`config.mk`:
```
export PLATFORM = sky130hd
export DESIGN_NAME = desc_dma_chan
export DESIGN_NICKNAME = d
export VERILOG_FILES = /design/src/rtl/dma_pkg.sv /design/src/rtl/dma_sema.sv /design/src/rtl/dma_irq.sv /design/src/rtl/dma_seq.sv /design/src/rtl/desc_dma_chan.sv
export SDC_FILE = /design/constraint.sdc
export NUM_CORES = 1
export LEC_CHECK = 0
export BUFFER_PORTS_ARGS = -buffer_cell sky130_fd_sc_hd__buf_4
export CORE_MARGIN = 4
export CORE_UTILIZATION = 45
export CTS_CLUSTER_DIAMETER = 150
export DETAILED_ROUTE_END_ITERATION = 16
export PLACE_DENSITY = 0.68
export REMOVE_ABC_BUFFERS = 1
export SLEW_MARGIN = 0
export SYNTH_ARGS = -nofsm -noshare
export SYNTH_HDL_FRONTEND = slang
export SYNTH_SLANG_ARGS = --single-unit
export TNS_END_PERCENT = 5
```
`constraint.sdc`:
```
create_clock -name clk -period 8.8 [get_ports clk]
set_input_delay 1.76 -clock clk [delete_from_list [all_inputs] [get_ports clk]]
set_output_delay 1.76 -clock clk [all_outputs]
set_load 0.05 [all_outputs]
```
`src/rtl/dma_pkg.sv`:
```
package dma_pkg;

  localparam int WORD_W   = 32;
  localparam int COUNT_W  = 17;
  localparam int PIO_W    = 4;
  localparam int DESC_HDR = 3;

  typedef enum logic [1:0] {
    OP_NONE  = 2'd0,
    OP_WRITE = 2'd1,
    OP_READ  = 2'd2,
    OP_SENSE = 2'd3
  } op_e;

  typedef enum logic [3:0] {
    ST_IDLE, ST_FETCH, ST_PIO_RD, ST_PIO_TX, ST_RD_MEM,
    ST_TX, ST_RX, ST_WR_MEM, ST_END, ST_HALT
  } st_e;

  typedef struct packed {
    op_e                op;
    logic               chain;
    logic               irq;
    logic               sema;
    logic               wait_end;
    logic [PIO_W-1:0]   pio_n;
    logic [COUNT_W-1:0] bytes;
  } cmd_t;

  // zero in the count field stands for the full 64 KiB
  function automatic logic [COUNT_W-1:0] byte_total(input logic [15:0] f);
    return (f == 16'd0) ? 17'h10000 : {1'b0, f};
  endfunction

  function automatic cmd_t cmd_decode(input logic [WORD_W-1:0] w);
    cmd_t c;
    c.op       = op_e'(w[1:0]);
    c.chain    = w[2];
    c.irq      = w[3];
    c.sema     = w[6];
    c.wait_end = w[7];
    c.pio_n    = w[15:12];
    c.bytes    = byte_total(w[31:16]);
    return c;
  endfunction

  function automatic logic [WORD_W-1:0] word_addr(input logic [WORD_W-1:0] base,
                                                  input logic [4:0] idx);
    return base + {25'd0, idx, 2'b00};
  endfunction

  function automatic logic [7:0] lane_get(input logic [WORD_W-1:0] w, input logic [1:0] l);
    return w[{l, 3'b000} +: 8];
  endfunction

  // lane 0 starts a fresh word so unused upper bytes stay zero
  function automatic logic [WORD_W-1:0] lane_put(input logic [WORD_W-1:0] w,
                                                 input logic [1:0] l, input logic [7:0] b);
    logic [WORD_W-1:0] r;
    r = (l == 2'd0) ? '0 : w;
    r[{l, 3'b000} +: 8] = b;
    return r;
  endfunction

  function automatic st_e data_state(input op_e op);
    case (op)
      OP_READ:  return ST_RD_MEM;
      OP_WRITE: return ST_RX;
      default:  return ST_END;
    endcase
  endfunction

endpackage

```
`src/rtl/dma_sema.sv`:
```
module dma_sema #(
  parameter int W = 8
) (
  input  logic         clk,
  input  logic         rst_n,
  input  logic         inc_we,
  input  logic [W-1:0] inc_amt,
  input  logic         dec,
  output logic [W-1:0] count,
  output logic         nonzero
);
  logic [W:0] sum;
  logic [W-1:0] cnt_d;

  always_comb begin
    sum = {1'b0, count} + (inc_we ? {1'b0, inc_amt} : '0);
    if (dec && sum != '0) sum = sum - 1'b1;
    cnt_d = sum[W] ? '1 : sum[W-1:0];
  end

  always_ff @(posedge clk or negedge rst_n)
    if (!rst_n) count <= '0;
    else        count <= cnt_d;

  assign nonzero = (count != '0);
endmodule

```
`src/rtl/dma_irq.sv`:
```
module dma_irq (
  input  logic clk,
  input  logic rst_n,
  input  logic set_done,
  input  logic set_err,
  input  logic clr,
  input  logic en,
  output logic err_flag,
  output logic irq_done,
  output logic irq_err
);
  logic done_flag;

  always_ff @(posedge clk or negedge rst_n)
    if (!rst_n) begin
      done_flag <= 1'b0;
      err_flag  <= 1'b0;
    end else begin
      done_flag <= set_done | (done_flag & ~clr);
      err_flag  <= set_err  | (err_flag  & ~clr);
    end

  assign irq_done = done_flag & en;
  assign irq_err  = err_flag & en;
endmodule

```
`src/rtl/dma_seq.sv`:
```
module dma_seq
  import dma_pkg::*;
(
  input  logic              clk,
  input  logic              rst_n,
  input  logic              freeze,
  input  logic              sema_nz,
  input  logic              arm,
  input  logic              nxt_we,
  input  logic [WORD_W-1:0] nxt_wdata,
  output logic              mem_req,
  output logic [WORD_W-1:0] mem_addr,
  output logic              mem_we,
  output logic [WORD_W-1:0] mem_wdata,
  input  logic [WORD_W-1:0] mem_rdata,
  input  logic              mem_ready,
  input  logic              mem_err,
  output logic              pio_valid,
  output logic [WORD_W-1:0] pio_data,
  input  logic              pio_ready,
  output logic              tx_valid,
  output logic [7:0]        tx_data,
  input  logic              tx_ready,
  input  logic              rx_valid,
  input  logic [7:0]        rx_data,
  output logic              rx_ready,
  input  logic              perif_endcmd,
  output logic              ev_fetch,
  output logic              ev_retire,
  output logic              ev_done,
  output logic              ev_sema_dec,
  output logic              ev_err,
  output logic              cmd_wait,
  output logic              halted
);
  st_e                state;
  cmd_t               cmd_q;
  logic [PIO_W-1:0]   idx;
  logic [1:0]         lane;
  logic [COUNT_W-1:0] remain;
  logic [WORD_W-1:0]  nxt_ptr, cur_ptr, desc_next, bufp, word_buf;
  logic               armed;

  logic mem_state, mem_ack, adv, can_retire, pio_last;

  assign adv       = ~freeze;
  assign mem_state = (state == ST_FETCH) || (state == ST_PIO_RD) ||
                     (state == ST_RD_MEM) || (state == ST_WR_MEM);
  assign mem_req   = mem_state && adv;
  assign mem_ack   = mem_req && mem_ready && !mem_err;
  assign ev_err    = mem_req && mem_ready && mem_err;
  assign mem_we    = (state == ST_WR_MEM);
  assign mem_wdata = word_buf;

  always_comb begin
    case (state)
      ST_FETCH:  mem_addr = word_addr(cur_ptr, {1'b0, idx});
      ST_PIO_RD: mem_addr = word_addr(cur_ptr, {1'b0, idx} + 5'(DESC_HDR));
      default:   mem_addr = bufp;
    endcase
  end

  assign pio_valid = (state == ST_PIO_TX) && adv;
  assign pio_data  = word_buf;
  assign tx_valid  = (state == ST_TX) && adv;
  assign tx_data   = lane_get(word_buf, lane);
  assign rx_ready  = (state == ST_RX) && adv;
  assign pio_last  = ({1'b0, idx} + 5'd1) == {1'b0, cmd_q.pio_n};

  assign ev_fetch    = (state == ST_IDLE) && adv && armed && sema_nz;
  assign can_retire  = !cmd_q.wait_end || perif_endcmd;
  assign ev_retire   = (state == ST_END) && adv && can_retire;
  assign ev_done     = ev_retire && cmd_q.irq;
  assign ev_sema_dec = ev_retire && cmd_q.sema;
  assign cmd_wait    = cmd_q.wait_end;
  assign halted      = (state == ST_HALT);

  always_ff @(posedge clk or negedge rst_n) begin
    if (!rst_n) begin
      state     <= ST_IDLE;
      cmd_q     <= '0;
      idx       <= '0;
      lane      <= '0;
      remain    <= '0;
      nxt_ptr   <= '0;
      cur_ptr   <= '0;
      desc_next <= '0;
      bufp      <= '0;
      word_buf  <= '0;
      armed     <= 1'b0;
    end else begin
      if (nxt_we) nxt_ptr <= nxt_wdata;
      if (arm)    armed   <= 1'b1;
      if (ev_err) state   <= ST_HALT;
      else if (adv) begin
        case (state)
          ST_IDLE: if (armed && sema_nz) begin
            cur_ptr <= nxt_ptr;
            idx     <= '0;
            state   <= ST_FETCH;
          end
          ST_FETCH: if (mem_ack) begin
            case (idx[1:0])
              2'd0:    desc_next <= mem_rdata;
              2'd1:    cmd_q     <= cmd_decode(mem_rdata);
              default: bufp      <= {mem_rdata[WORD_W-1:2], 2'b00};
            endcase
            if (idx == 4'd2) begin
              idx    <= '0;
              lane   <= '0;
              remain <= cmd_q.bytes;
              state  <= (cmd_q.pio_n != '0) ? ST_PIO_RD : data_state(cmd_q.op);
            end else idx <= idx + 1'b1;
          end
          ST_PIO_RD: if (mem_ack) begin
            word_buf <= mem_rdata;
            state    <= ST_PIO_TX;
          end
          ST_PIO_TX: if (pio_ready) begin
            idx   <= idx + 1'b1;
            state <= pio_last ? data_state(cmd_q.op) : ST_PIO_RD;
          end
          ST_RD_MEM: if (mem_ack) begin
            word_buf <= mem_rdata;
            lane     <= '0;
            state    <= ST_TX;
          end
          ST_TX: if (tx_ready) begin
            remain <= remain - 1'b1;
            lane   <= lane + 1'b1;
            if (remain == 17'd1) state <= ST_END;
            else if (lane == 2'd3) begin
              bufp  <= bufp + 32'd4;
              state <= ST_RD_MEM;
            end
          end
          ST_RX: if (rx_valid) begin
            word_buf <= lane_put(word_buf, lane, rx_data);
            remain   <= remain - 1'b1;
            lane     <= lane + 1'b1;
            if (lane == 2'd3 || remain == 17'd1) state <= ST_WR_MEM;
          end
          ST_WR_MEM: if (mem_ack) begin
            bufp  <= bufp + 32'd4;
            lane  <= '0;
            state <= (remain == '0) ? ST_END : ST_RX;
          end
          ST_END: if (can_retire) begin
            if (cmd_q.chain) nxt_ptr <= desc_next;
            else if (!arm)   armed   <= 1'b0;
            state <= ST_IDLE;
          end
          default: state <= ST_HALT;
        endcase
      end
    end
  end
endmodule

```
`src/rtl/desc_dma_chan.sv`:
```
module desc_dma_chan
  import dma_pkg::*;
#(
  parameter int SEMA_W = 8
) (
  input  logic              clk,
  input  logic              rst_n,
  input  logic              nxt_ptr_we,
  input  logic [31:0]       nxt_ptr_wdata,
  input  logic              sema_inc_we,
  input  logic [SEMA_W-1:0] sema_inc_amt,
  output logic [SEMA_W-1:0] sema_val,
  input  logic              freeze,
  input  logic              irq_en,
  input  logic              irq_clr,
  output logic              err_stat,
  output logic              irq_done,
  output logic              irq_err,
  output logic              mem_req,
  output logic [31:0]       mem_addr,
  output logic              mem_we,
  output logic [31:0]       mem_wdata,
  input  logic [31:0]       mem_rdata,
  input  logic              mem_ready,
  input  logic              mem_err,
  output logic              pio_valid,
  output logic [31:0]       pio_data,
  input  logic              pio_ready,
  output logic              tx_valid,
  output logic [7:0]        tx_data,
  input  logic              tx_ready,
  input  logic              rx_valid,
  input  logic [7:0]        rx_data,
  output logic              rx_ready,
  input  logic              perif_endcmd
);
  logic sema_nz, arm;
  logic ev_fetch, ev_retire, ev_done, ev_sema_dec, ev_err, cmd_wait, halted;

  assign arm = sema_inc_we && (sema_inc_amt != '0);

  dma_sema #(.W(SEMA_W)) u_sema (
    .clk(clk), .rst_n(rst_n), .inc_we(sema_inc_we), .inc_amt(sema_inc_amt),
    .dec(ev_sema_dec), .count(sema_val), .nonzero(sema_nz)
  );

  dma_irq u_irq (
    .clk(clk), .rst_n(rst_n), .set_done(ev_done), .set_err(ev_err),
    .clr(irq_clr), .en(irq_en), .err_flag(err_stat),
    .irq_done(irq_done), .irq_err(irq_err)
  );

  dma_seq u_seq (
    .clk(clk), .rst_n(rst_n), .freeze(freeze), .sema_nz(sema_nz), .arm(arm),
    .nxt_we(nxt_ptr_we), .nxt_wdata(nxt_ptr_wdata),
    .mem_req(mem_req), .mem_addr(mem_addr), .mem_we(mem_we), .mem_wdata(mem_wdata),
    .mem_rdata(mem_rdata), .mem_ready(mem_ready), .mem_err(mem_err),
    .pio_valid(pio_valid), .pio_data(pio_data), .pio_ready(pio_ready),
    .tx_valid(tx_valid), .tx_data(tx_data), .tx_ready(tx_ready),
    .rx_valid(rx_valid), .rx_data(rx_data), .rx_ready(rx_ready),
    .perif_endcmd(perif_endcmd),
    .ev_fetch(ev_fetch), .ev_retire(ev_retire), .ev_done(ev_done),
    .ev_sema_dec(ev_sema_dec), .ev_err(ev_err), .cmd_wait(cmd_wait), .halted(halted)
  );
endmodule

```
==> impl_metrics.tcl, run 1 <==
set metrics [dict create \
    status "completed" \
    holdWs_ps 490 \
    area_growth_pct 19.4 \
    layout-drive-gt1-share 0.277 \
    skew_ps 12.4 \
    diodes 0 \
    layout_common_cells "buf_4 (224), dfrtp_1 (223), nor2_1 (136), a21oi_1 (128), mux2_2 (122)" \
    hold_start "u_seq.nxt_ptr[21]" \
    globalRoute.totalOverflow 0 \
    fin_tns_setup_ps 0 \
    cts.clk_slew.worst_paths_ps 60 \
    rsz0062_at_grt "no" \
    hold_path.class "flip-flop to flip-flop" \
    first_pass_iters 5 \
    syn-instance-count 1320 \
    grt_max_degree 107 \
    power_density_mw_per_mm2 336 \
    yosysWarnings 0 \
    dp.cells 1818 \
    track_usage 0.240 \
    cp-startpoint "u_seq.state[0]" \
    grt_pass1_vias 10623 \
    fp.dieArea_mm2 0.0316 \
    p_total_mw 5.21 \
    avgSynthCellArea_um2 9.83 \
    worstPathRequired_ps 7040 \
    antenna_found_initial 0 \
    r2r_start "u_seq.state[0]" \
    worst_slew_pin_slew_ps 1200 \
    ant_nets 0 \
    period_minus_slack_ps 6780 \
    cts_num_sinks 223 \
    syn-cell-area_mm2 0.0130 \
    cts_tree "built" \
    io_buffers 212 \
    synth_seq_area_share 0.430 \
    cts-root-buf "clkbuf_16" \
    post-route-period-util 0.770 \
    cts_buffer_depth 3 \
    drt_wl_total_mm 38.9 \
    die_y_um 178 \
    crit_path_max_fanout 17 \
    htreeDepth 1 \
    die_w_um 178 \
    final_common_cell "buf_4" \
    hold_viol 0 \
    drt_iter0_drc 882 \
    ys.flop_type "dfrtp_1" \
    dp_hpwl_mm 28.2 \
    final_nets 1590 \
    io_pins 213 \
    vias 11001 \
    nFillCells 2520 \
    critical_path.endpoint_type "output pin" \
    rr_worst_depth 7 \
    ir_drop_v 0.000233 \
    cts_setup_buffers 0 \
    setup_viol 0 \
    cts-resized-gates 0 \
    worstSetupPathType "flip-flop to output pin" \
    synth_cell_types 70 \
    p_leak_nw 7.23 \
    max-cap-violations 0 \
    relSlewSlack 0.197 \
    max_freq_mhz 147 \
    drc 0 \
    synth_edf_count 0 \
    num_rows 61 \
    worstPathArrival_ps 5020 \
    viasPerCell 5.90 \
    cts_inserted_buffers 25 \
    core_mm2 0.0281 \
    hold_path_depth 2 \
    post_drt_wl_per_cell_um 20.9 \
    drv_slew 0 \
    cts-hold-fix-buffers 0 \
    async_reset_ff_frac 1.00 \
    start_util 0.462 \
    synth_seq_cells 223 \
    fin_cells 1863 \
    start_kind "flip-flop" \
    gp_congestion 0.925 \
    grt_pass1_wl_mm 59.7 \
    clkLatencyLatePin_ps 540 \
]
stage by stage:
stage,cell area (µm²),utilization,setup WS [ps]
final,15500,0.552,2020
after global routing,15500,0.552,1790
after CTS,15500,0.552,2040
after detailed placement,14600,0.521,2610
after global placement,14600,0.521,2700
after floorplan,12500,-,3320
power breakdown:
group / switching (mW) / internal [mW] / total (mW) / leakage [nW]
clock: 0.426 / 0.669 / 1.10 / 0.424
sequential: 0.348 / 1.29 / 1.64 / 2.89
combinational: 1.62 / 0.854 / 2.48 / 3.91
total: 2.40 / 2.82 / 5.21 / 7.23
critical path, cell delays in order (launching register included):
cell and delay, ps:
dfrtp_1 560, nand2b_1 310, nor3_1 530, xnor2_1 200, ha_1 190, inv_1 50, fa_1 400, nor2b_1 110
o21ai_0 100, a21boi_0 860, o211a_1 430, nand3_1 140, xor2_1 160, a21oi_1 200, buf_4 230
routing by layer:
layer / GRT usage / up-vias / part of all wire
met1: 0.335 / 5430 / 0.44
met2: 0.387 / 446 / 0.46
met3: 0.0320 / 79 / 0.061
met5: 0 / - / 0
li1: - / 5046 / -
met4: 0.0809 / 0 / 0.036
worst paths after layout:
check / endpoint / slack, ps
worst max register to register: u_seq.bufp[30] / 4870
min in group asynchronous: u_seq.cur_ptr[12] / 1270
max in group asynchronous: u_seq.remain[14] / 6140
worst max-delay path: mem_addr[30] / 2020
worst min register to register: u_seq.cur_ptr[21] / 490
worst min-delay path: u_seq.cur_ptr[21] / 490
registers in the layout, indices dropped and copies added, names as in the netlist:
| signal | count |
|---|---|
| u_seq.nxt_ptr | 32 |
| u_seq.cmd_q | 26 |
| u_seq.armed | 1 |
| u_seq.remain | 17 |
| u_irq.err_flag | 1 |
| u_seq.lane | 2 |
| u_seq.cmd_wait | 1 |
| u_seq.desc_next | 32 |
| u_seq.cur_ptr | 32 |
| u_irq.done_flag | 1 |
| u_seq.bufp | 30 |
| u_sema.count | 8 |
| u_seq.idx | 4 |
| u_seq.state | 4 |
| u_seq.mem_wdata | 32 |
cell usage after synthesis, types with 3 or more instances:
master | number | area share
dfrtp_1 | 223 | 0.43
a2bb2oi_1 | 12 | 0.0081
ha_1 | 28 | 0.027
a22oi_1 | 4 | 0.0023
o21ai_0 | 69 | 0.027
nor2_1 | 136 | 0.039
clkbuf_1 | 60 | 0.017
and3_1 | 13 | 0.0063
nand4_1 | 13 | 0.0063
or3_1 | 10 | 0.0048
nand2b_1 | 14 | 0.0067
buf_1 | 8 | 0.0023
xor2_1 | 27 | 0.018
xnor2_1 | 12 | 0.0081
nand3_1 | 27 | 0.010
nor4b_2 | 3 | 0.0035
nor4_1 | 15 | 0.0072
a21boi_0 | 4 | 0.0023
o22ai_1 | 17 | 0.0082
a31oi_1 | 7 | 0.0034
nor3_1 | 29 | 0.011
o22a_1 | 7 | 0.0047
nor3b_1 | 8 | 0.0046
a21o_1 | 6 | 0.0035
o2111ai_1 | 4 | 0.0027
and2_1 | 18 | 0.0087
buf_4 | 34 | 0.020
a22o_1 | 34 | 0.023
inv_1 | 32 | 0.0093
o211ai_1 | 3 | 0.0017
mux2i_1 | 37 | 0.029
o21a_1 | 8 | 0.0046
a21oi_1 | 129 | 0.050
mux4_2 | 8 | 0.014
nand2_1 | 76 | 0.022
nor3_4 | 4 | 0.0050
or4_1 | 3 | 0.0017
mux2_2 | 122 | 0.11
buf_2 | 3 | 0.0012
and4_1 | 8 | 0.0054
nor2b_1 | 5 | 0.0024
kinds of logic (layout without fill, tap and decap cells):
logic type                 after synthesis  after routing  synth area share
AOI/OAI and AO/OA                      328            328             0.159
xor gates and xnor gates                40             40            0.0280
adders and majority gates               30             30            0.0301
buffers and inverters                  137            302            0.0497
DFF                                    223            223             0.430
muxes                                  169            169             0.150
and+or+nand+nor                        393            393             0.153
cell type report:
type / count / area [µm²] / area share
multi-input cells: 960 / 6770 / 0.437
clock inverters: 7 / 114 / 0.00735
repair buffers: 225 / 1700 / 0.109
inverters: 32 / 120 / 0.00775
flip-flops and latches: 223 / 5580 / 0.360
clock buffers: 38 / 744 / 0.0480
well taps: 378 / 473 / 0.0305
(Power assumes the default switching activity.)
==> run 2: changes to the inputs <==
- clock period: 8.8 -> 6.8 ns (I/O delays scaled with it)
==> run 2 against run 1 <==
  * Register-to-register slack lost 2000 ps
  * Non-clock buffer count is 1 higher
  * Critical path depth decreased by 2
  * Count of clock-buffer cells in the layout down 9
  * Largest cell class unchanged
  * Highest routed layer unchanged
==> impl_metrics.tcl, run 2 (synthesis gave the netlist of run 1 again) <==
set metrics [dict create \
    num_rows 61 \
    relSlewSlack 0.172 \
    p_leak_nw 7.22 \
    skew_ps 18.0 \
    drc 0 \
    layout-drive-gt1-share 0.281 \
    final_common_cell "buf_4" \
    worstPathArrival_ps 4590 \
    drt_wl_total_mm 38.8 \
    drt_iter0_drc 913 \
    r2r_slack_ps 2860 \
    critical_path.endpoint_type "output pin" \
    cts-resized-gates 0 \
    setup_viol 0 \
    cts_setup_buffers 0 \
    io_buffers 212 \
    fin_tns_setup_ps 0 \
    die_y_um 178 \
    cts_inserted_buffers 25 \
    track_usage 0.239 \
    worstSetupPathType "flip-flop to output pin" \
    power_density_mw_per_mm2 433 \
    status "completed" \
    first_pass_iters 6 \
    htreeDepth 1 \
    drv_slew 0 \
    hold_path_depth 1 \
    worstPathRequired_ps 5440 \
    cts-root-buf "clkbuf_16" \
    period_minus_slack_ps 5950 \
    cts_buffer_depth 3 \
    post-route-period-util 0.875 \
    core_mm2 0.0281 \
    final_nets 1591 \
    cts_num_sinks 223 \
    grt_pass1_vias 10794 \
    max-cap-violations 0 \
    start_util 0.462 \
    post_drt_wl_per_cell_um 20.8 \
    viasPerCell 5.89 \
    fp.dieArea_mm2 0.0316 \
    grt_max_degree 96 \
    die_w_um 178 \
    grt_pass1_wl_mm 60.0 \
    holdWs_ps 498 \
    max_freq_mhz 168 \
    area_growth_pct 19.4 \
    dp_hpwl_mm 28.3 \
    worst_slew_pin_slew_ps 1240 \
    rr_worst_depth 7 \
    globalRoute.totalOverflow 0 \
    hold_path.class "flip-flop to flip-flop" \
    gp_congestion 0.913 \
    vias 10988 \
    layout_common_cells "buf_4 (225), dfrtp_1 (223), nor2_1 (136), a21oi_1 (128), mux2_2 (122)" \
    ant_nets 0 \
    cts.clk_slew.worst_paths_ps 70 \
    start_kind "flip-flop" \
    io_pins 213 \
    hold_viol 0 \
    rsz0062_at_grt "no" \
    nFillCells 2529 \
    ir_drop_v 0.000324 \
    crit_path_max_fanout 17 \
    cts_tree "built" \
    clkLatencyLatePin_ps 530 \
    cts-hold-fix-buffers 0 \
    antenna_found_initial 1 \
]
run 2: power by group:
part / total, mW / internal (mW) / leakage [nW] / switching, mW
Sequential: 2.12 / 1.67 / 2.89 / 0.449
Combinational: 3.20 / 1.11 / 3.92 / 2.10
Clock: 1.39 / 0.815 / 0.408 / 0.573
Total: 6.71 / 3.59 / 7.22 / 3.12
run 2: worst paths after layout:
check | startpoint | to
max reg2reg | u_seq.state[1] | u_seq.bufp[29]
min reg2reg | u_seq.cur_ptr[0] | u_seq.cur_ptr[0]
min | u_seq.cur_ptr[0] | u_seq.cur_ptr[0]
max in group asynchronous | rst_n | u_seq.mem_wdata[9]
min in group asynchronous | rst_n | u_seq.nxt_ptr[11]
max | u_seq.state[0] | mem_addr[31]
run 2: area by class of cell:
type                    instances  area [µm²]  share of cell area
flip-flops and latches        223        5580               0.360
clock buffers                  29         661              0.0426
clock inverters                17         181              0.0117
multi-input cells             960        6770               0.437
diodes                          1        2.50            0.000161
inverters                      32         120             0.00775
repair buffers                226        1700               0.110
well taps                     378         473              0.0305
run 2: through the flow:
| stage | std cells | cell area [µm²] | worst slack [ps] | total power [mW] | utilization |
|---|---|---|---|---|---|
| after floorplan | 1215 | 12500 | 1720 | 4.24 | - |
| after global placement | 1819 | 14700 | 1480 | 5.29 | 0.522 |
| after detailed placement | 1819 | 14700 | 1440 | 5.33 | 0.522 |
| after CTS | 1865 | 15500 | 875 | 6.74 | 0.552 |
| after global routing | 1866 | 15500 | 564 | 7.04 | 0.552 |
| final | 1866 | 15500 | 853 | 6.71 | 0.552 |
run 2: layer usage:
metal,vias up,global-route usage,wire length [µm]
met5,-,0,0
met1,5395,0.327,16400
met2,463,0.389,18200
met4,0,0.0767,1320
met3,76,0.0428,2890
li1,5054,-,-
run 2: critical path: stages (launching register included):
cell      delay (ps)
dfrtp_1          550
nand2b_1         300
nor3_1           500
o211ai_1         200
xnor2_1          170
ha_1             340
inv_1             60
o21ai_0          730
and3_1           490
nand4_1          160
xor2_1           160
a21oi_1          170
buf_4            220
